## config.mk

```make
export PLATFORM = sky130hd
export DESIGN_NAME = mul_stall_unit
export DESIGN_NICKNAME = d
export VERILOG_FILES = /design/src/rtl/mul_pkg.sv /design/src/rtl/mul_width_sel.sv /design/src/rtl/mul_ctrl.sv /design/src/rtl/mul_datapath.sv /design/src/rtl/mul_stall_unit.sv
export SDC_FILE = /design/constraint.sdc
export NUM_CORES = 2
export LEC_CHECK = 0
export BUFFER_PORTS_ARGS = -buffer_cell sky130_fd_sc_hd__buf_2
export CAP_MARGIN = 20
export CORE_AREA = 4 4 322 482
export DETAILED_ROUTE_END_ITERATION = 7
export DIE_AREA = 0 0 326 486
export PLACE_DENSITY_LB_ADDON = 0.3
export RECOVER_POWER = 50
export SYNTH_ARGS = -nofsm -noshare
export SYNTH_HDL_FRONTEND = slang
export SYNTH_SLANG_ARGS = --single-unit
```

## constraint.sdc

```tcl
create_clock -name clk -period 8.8 [get_ports clk]
set_input_delay 0.88 -clock clk [delete_from_list [all_inputs] [get_ports clk]]
set_output_delay 0.88 -clock clk [all_outputs]
set_load 0.1 [all_outputs]
```

## src/rtl/mul_pkg.sv

```systemverilog
package mul_pkg;

    typedef enum logic [1:0] {
        ST_IDLE = 2'd0,
        ST_ARR2 = 2'd1,
        ST_CPA  = 2'd2,
        ST_HOLD = 2'd3
    } mul_state_e;

    typedef struct packed {
        logic load;
        logic arr2;
        logic cpa;
        logic commit;
        logic stall;
    } mul_ctl_t;

endpackage

```

## src/rtl/mul_width_sel.sv

```systemverilog
module mul_width_sel #(
    parameter int DATA_W = 32
) (
    input  logic [DATA_W-1:0] op_b,
    input  logic              is_signed,
    output logic              is_short
);
    localparam int SPLIT = DATA_W / 2;
    localparam int UPW   = DATA_W - SPLIT;

    logic fill;

    always_comb begin
        fill     = is_signed & op_b[SPLIT-1];
        is_short = (op_b[DATA_W-1:SPLIT] == {UPW{fill}});
    end
endmodule

```

## src/rtl/mul_ctrl.sv

```systemverilog
module mul_ctrl
    import mul_pkg::*;
(
    input  logic     clk,
    input  logic     rst,
    input  logic     start,
    input  logic     is_short,
    input  logic     m_adv,
    input  logic     kill,
    output mul_ctl_t ctl
);
    mul_state_e state, nxt;

    always_comb begin
        ctl = '0;
        nxt = state;
        case (state)
            ST_IDLE: begin
                if (start && !kill) begin
                    ctl.load = 1'b1;
                    nxt      = is_short ? ST_CPA : ST_ARR2;
                end
            end
            ST_ARR2: begin
                ctl.stall = 1'b1;
                if (kill) nxt = ST_IDLE;
                else begin
                    ctl.arr2 = 1'b1;
                    nxt      = ST_CPA;
                end
            end
            ST_CPA: begin
                ctl.stall = 1'b1;
                if (kill) nxt = ST_IDLE;
                else begin
                    ctl.cpa = 1'b1;
                    nxt     = ST_HOLD;
                end
            end
            ST_HOLD: begin
                if (kill) nxt = ST_IDLE;
                else if (m_adv) begin
                    ctl.commit = 1'b1;
                    if (start) begin
                        ctl.load = 1'b1;
                        nxt      = is_short ? ST_CPA : ST_ARR2;
                    end else begin
                        nxt = ST_IDLE;
                    end
                end
            end
            default: nxt = ST_IDLE;
        endcase
    end

    always_ff @(posedge clk) begin
        if (rst) state <= ST_IDLE;
        else     state <= nxt;
    end
endmodule

```

## src/rtl/mul_datapath.sv

```systemverilog
module mul_datapath #(
    parameter int DATA_W = 32
) (
    input  logic                clk,
    input  logic                rst,
    input  logic                load,
    input  logic                arr2,
    input  logic                cpa,
    input  logic                is_short,
    input  logic                is_signed,
    input  logic [DATA_W-1:0]   op_a,
    input  logic [DATA_W-1:0]   op_b,
    output logic [2*DATA_W-1:0] sum_q
);
    localparam int SPLIT  = DATA_W / 2;
    localparam int AW     = DATA_W + 1;
    localparam int BLW    = SPLIT + 1;
    localparam int BHW    = DATA_W - SPLIT + 1;
    localparam int PPW    = AW + BLW;
    localparam int PROD_W = 2 * DATA_W;

    logic signed [AW-1:0]  a_ext, a_q;
    logic signed [BHW-1:0] bh_n, bh_q;
    logic signed [PPW-1:0] a_sx, a_q_sx, bl_sx, bh_sx;
    logic signed [PPW-1:0] pp_lo_n, pp_hi_first, pp_hi_second;
    logic signed [PPW-1:0] pp_lo_q, pp_hi_q;
    logic [PROD_W-1:0]     sum_n;

    always_comb begin
        a_ext  = {is_signed & op_a[DATA_W-1], op_a};
        bh_n   = {is_signed & op_b[DATA_W-1], op_b[DATA_W-1:SPLIT]};
        a_sx   = {{(PPW-AW){a_ext[AW-1]}}, a_ext};
        bl_sx  = {{(PPW-BLW){1'b0}}, 1'b0, op_b[SPLIT-1:0]};
        // First array pass: full first operand times the low half of the second.
        pp_lo_n = a_sx * bl_sx;
        // A narrow upper half is 0 or -1, so its partial product is 0 or -a.
        pp_hi_first = (is_short && bh_n[BHW-1]) ? -a_sx : '0;
        // Second array pass for wide operands, from the captured values.
        a_q_sx = {{(PPW-AW){a_q[AW-1]}}, a_q};
        bh_sx  = {{(PPW-BHW){bh_q[BHW-1]}}, bh_q};
        pp_hi_second = a_q_sx * bh_sx;
        // Final carry-propagate add of the two aligned partial products.
        sum_n = {{(PROD_W-PPW){pp_lo_q[PPW-1]}}, pp_lo_q}
              + ({{(PROD_W-PPW){pp_hi_q[PPW-1]}}, pp_hi_q} << SPLIT);
    end

    always_ff @(posedge clk) begin
        if (rst) begin
            a_q     <= '0;
            bh_q    <= '0;
            pp_lo_q <= '0;
            pp_hi_q <= '0;
            sum_q   <= '0;
        end else begin
            if (load) begin
                a_q     <= a_ext;
                bh_q    <= bh_n;
                pp_lo_q <= pp_lo_n;
                pp_hi_q <= pp_hi_first;
            end else if (arr2) begin
                pp_hi_q <= pp_hi_second;
            end
            if (cpa) sum_q <= sum_n;
        end
    end
endmodule

```

## src/rtl/mul_stall_unit.sv

```systemverilog
module mul_stall_unit
    import mul_pkg::*;
#(
    parameter int DATA_W = 32
) (
    input  logic                clk,
    input  logic                rst,
    input  logic                start,
    input  logic [DATA_W-1:0]   op_a,
    input  logic [DATA_W-1:0]   op_b,
    input  logic                is_signed,
    input  logic                to_hilo,
    input  logic                m_adv,
    input  logic                kill,
    output logic                stall,
    output logic                res_valid,
    output logic [2*DATA_W-1:0] product,
    output logic [DATA_W-1:0]   hi,
    output logic [DATA_W-1:0]   lo
);
    localparam int PROD_W = 2 * DATA_W;

    mul_ctl_t          ctl;
    logic              is_short;
    logic              hilo_pend;
    logic [PROD_W-1:0] sum_q;

    mul_width_sel #(.DATA_W(DATA_W)) u_width (
        .op_b      (op_b),
        .is_signed (is_signed),
        .is_short  (is_short)
    );

    mul_ctrl u_ctrl (
        .clk      (clk),
        .rst      (rst),
        .start    (start),
        .is_short (is_short),
        .m_adv    (m_adv),
        .kill     (kill),
        .ctl      (ctl)
    );

    mul_datapath #(.DATA_W(DATA_W)) u_dp (
        .clk       (clk),
        .rst       (rst),
        .load      (ctl.load),
        .arr2      (ctl.arr2),
        .cpa       (ctl.cpa),
        .is_short  (is_short),
        .is_signed (is_signed),
        .op_a      (op_a),
        .op_b      (op_b),
        .sum_q     (sum_q)
    );

    assign stall = ctl.stall;

    always_ff @(posedge clk) begin
        if (rst) begin
            hilo_pend <= 1'b0;
            res_valid <= 1'b0;
            product   <= '0;
            hi        <= '0;
            lo        <= '0;
        end else begin
            res_valid <= ctl.commit;
            if (ctl.commit) begin
                product <= sum_q;
                if (hilo_pend) begin
                    hi <= sum_q[PROD_W-1:DATA_W];
                    lo <= sum_q[DATA_W-1:0];
                end
            end
            if (ctl.load) hilo_pend <= to_hilo;
        end
    end
endmodule

```

==> impl_metrics.toml <==
[route]
routed_wl_um = 168100
drt_first_iter_violations = 2512
vias = 42072
drcViolationCount = 0
dr.pass1.iters = 6
wl_per_cell_um = 20.12
final_antenna_net_count = 0
via_per_inst = 5.037

[floorplanning]
die_area_um2 = 158400
pin_count = 201
rows = 175
die_x_um = 326
initial_core_util_pct = 34.78
core_region_area_um2 = 151300
fp.dieH_um = 486

[global_routing]
grtUsageTotal_pct = 21.36
grt.overflow.total = 0
grt_pass1_wl_um = 264600
antenna_found_initial = 21
grt_max_degree = 102
grt_pass1_vias = 45900

[clocking]
clkSinkCount = 344
cts_buffer_depth = 3
cts_tree = "yes"
clkLatencyLatePin_ns = 0.58
cts_hold_buf = 0
cts_setup_buffers = 0
clk_pin_slew_ns = 0.06
h-tree-depth = 2
root_buffer = "clkbuf_16"
cts_made_buffers = 38
postCtsResizedCells = 0

[timing]
finalSetupTns_ns = 0
finalSetupViolCount = 0
fin_skew_ns = 0.03167
slew_violations = 250
rsz0062_at_grt = "no"
fmax_ghz = 0.1308
tightest_slew_ns = 4.591
fin_ws_ns = 1.152
whs_ns = 0.4517
finalHoldViolCount = 0
period_minus_slack_ns = 7.648
post-route-period-util_pct = 86.91
relSlewSlack_pct = -206.1

[synth]
syn_nets = 7681
seq_area_frac_synth_pct = 13.09
synth_cells = 6298
syn-mean-instance-area_um2 = 8.356
syn_area_um2 = 52630
synth.area.top_cells = "fa_1, dfxtp_1, nand2_1"
yosysUniqueCellTypes = 75
synth_top_area_cell = "fa_1"
async_flop_share_pct = 0
synth_top_flop_cell = "dfxtp_1"
synth_edf_count = 0
yosys_warnings = 0
synth_top_area_share_pct = 39.03
ys_seq_elements = 344

[run_status]
status = "finished with violations"
violations = "capacitance limit, slew limit"

[place]
pre_cts_ws_ns = 0.9194
post-place-cells = 8276
place_area_um2 = 55590
hpwl_um = 135400
place.gp.congestion = 0.9303
port_buffers = 200

[finish]
drive_above_1_share_pct = 3.994
multi_input_area_um2 = 39790
fin_area_um2 = 56770
fin_nets = 7665
ff_latch_area_um2 = 6890
final_cell_count_no_fill = 8353
fill_cells = 15738
area_growth_pct = 7.876

[pwr]
p_leak_uw = 0.02757
ir_worst_vdd_uv = 584.9
power_density_nw_per_um2 = 314.9

[worst_setup_path]
critPathMaxFanout = 101
crit_chain = "clkdlybuf4s25_1 > clkbuf_1 > buf_4 > a21oi_1"
r2r_cells = 21
critical_path.endpoint_type = "flip-flop"
slowest_stage = "clkdlybuf4s25_1"
crit_cells = 4
crit_required_ns = 9.19
worstSetupPathType = "in -> reg"
startpoint_type = "primary input"
r2r_setup_slack_ns = 1.26
cp.arrival_ns = 8.04
slowest_delay_ns = 3.32
crit_family = "buffers and inverters"
crit_buf_inv = 3

[job]
cap_viol_max_count = 3

[min_path]
hp-class = "reg -> reg"
min_path_cells = 2
==> cells by family (layout without fill, tap and decap cells) <==
kind of cell	after synthesis	after routing	share of synthesized area, %
and+or+nand+nor	2124	2124	18.31
buffers and inverters	1593	1604	11.38
adders and majority gates	1312	1312	45.83
AOI/OAI and AO/OA	778	778	8.946
DFF	344	344	13.09
xor gates and xnor gates	144	144	2.396
muxes	3	3	0.05944
other	0	9	0
==> metrics by stage <==
step           utilization (%)  power, uW
2_1_floorplan                -      11400
3_3_place_gp             36.74      16090
3_5_place_dp             36.74      16080
4_1_cts                  37.61      17870
5_1_grt                  37.51      19370
6_report                 37.52      17880
==> registers in the layout, indices dropped and copies added, names as in the netlist, 17 cells and up <==
signal        count
u_dp.pp_lo_q     50
u_dp.bh_q        17
u_dp.sum_q       64
product          64
u_dp.pp_hi_q     48
u_dp.a_q         33
lo               32
hi               32
==> where the power goes <==
group	total [uW]	leakage [uW]	switching, uW	internal, uW
sequential	1770	0.00279	121	1650
clock	1690	0.000633	729	963
combinational	14400	0.0242	9050	5360
==> placed cells by master, fill, tap and decap left out, types with 8 or more instances in the layout <==
cell type,Yosys,layout
inv_1,1245,1245
a221oi_1,12,12
nand2_1,1277,1275
ha_1,286,286
clkbuf_8,0,11
nand4_1,32,32
clkbuf_16,0,38
or3_1,13,12
nor3_1,64,63
and2_1,392,391
or4_1,14,14
nor4_1,9,9
and3_1,27,26
nor2b_1,14,13
o21bai_1,16,16
diode_2,0,9
a31oi_1,23,23
nand3_1,55,54
a21o_1,95,95
and4_1,8,8
xor2_1,51,51
buf_2,0,69
xnor2_1,93,93
clkbuf_1,331,139
dfxtp_1,344,341
fa_1,1026,1026
nand2b_1,30,30
o31ai_1,9,9
o21a_1,18,18
a211oi_1,31,31
a21oi_1,405,405
o21ai_0,81,81
nor2_1,162,161
o211ai_1,13,13
buf_4,0,88
==> Yosys cell counts, types with 8 or more instances <==
master,count
xnor2_1,93
clkbuf_1,331
fa_1,1026
nand2b_1,30
or3_1,13
o21bai_1,16
nor2b_1,14
or4_1,14
and2_1,392
a21o_1,95
buf_1,15
nor4_1,9
and4_1,8
nor2_1,162
nand3_1,55
inv_1,1245
o21ai_0,81
nor3_1,64
a211oi_1,31
a221oi_1,12
ha_1,286
nand4_1,32
o21a_1,18
o31ai_1,9
dfxtp_1,344
a21oi_1,405
o211ai_1,13
nand2_1,1277
a31oi_1,23
and3_1,27
xor2_1,51
==> worst min-delay path: stages, from the launching register on <==
cell and delay, ns:
dfxtp_1 0.31, nand2_1 0.05, a21oi_1 0.05
==> final timing paths <==
| path | from | end |
|---|---|---|
| worst min-delay path | u_dp.pp_lo_q[15] | u_dp.sum_q[15] |
| worst min register to register | u_dp.pp_lo_q[15] | u_dp.sum_q[15] |
| worst max register to register | u_dp.bh_q[11] | u_dp.pp_hi_q[45] |
| worst max-delay path | rst | product[61] |
==> layer usage <==
metal | vias to the layer above | share of wire (%) | track usage (%)
li1 | 18984 | - | -
met4 | 12 | 5.5 | 9.858
met3 | 418 | 4.5 | 2.169
met2 | 1195 | 54 | 40.96
met5 | - | 0.051 | 0
met1 | 21463 | 36 | 23.49
==> layout make-up <==
cell class,count,area share [%]
multi-input combinational,4361,70.08
sequential,344,12.14
inverter,1246,8.238
tap,2035,4.485
timing repair buffer,291,2.711
clock buffer,56,1.988
clock inverter,11,0.3218
antenna,9,0.03967
Power figures use the tool's default switching activity.
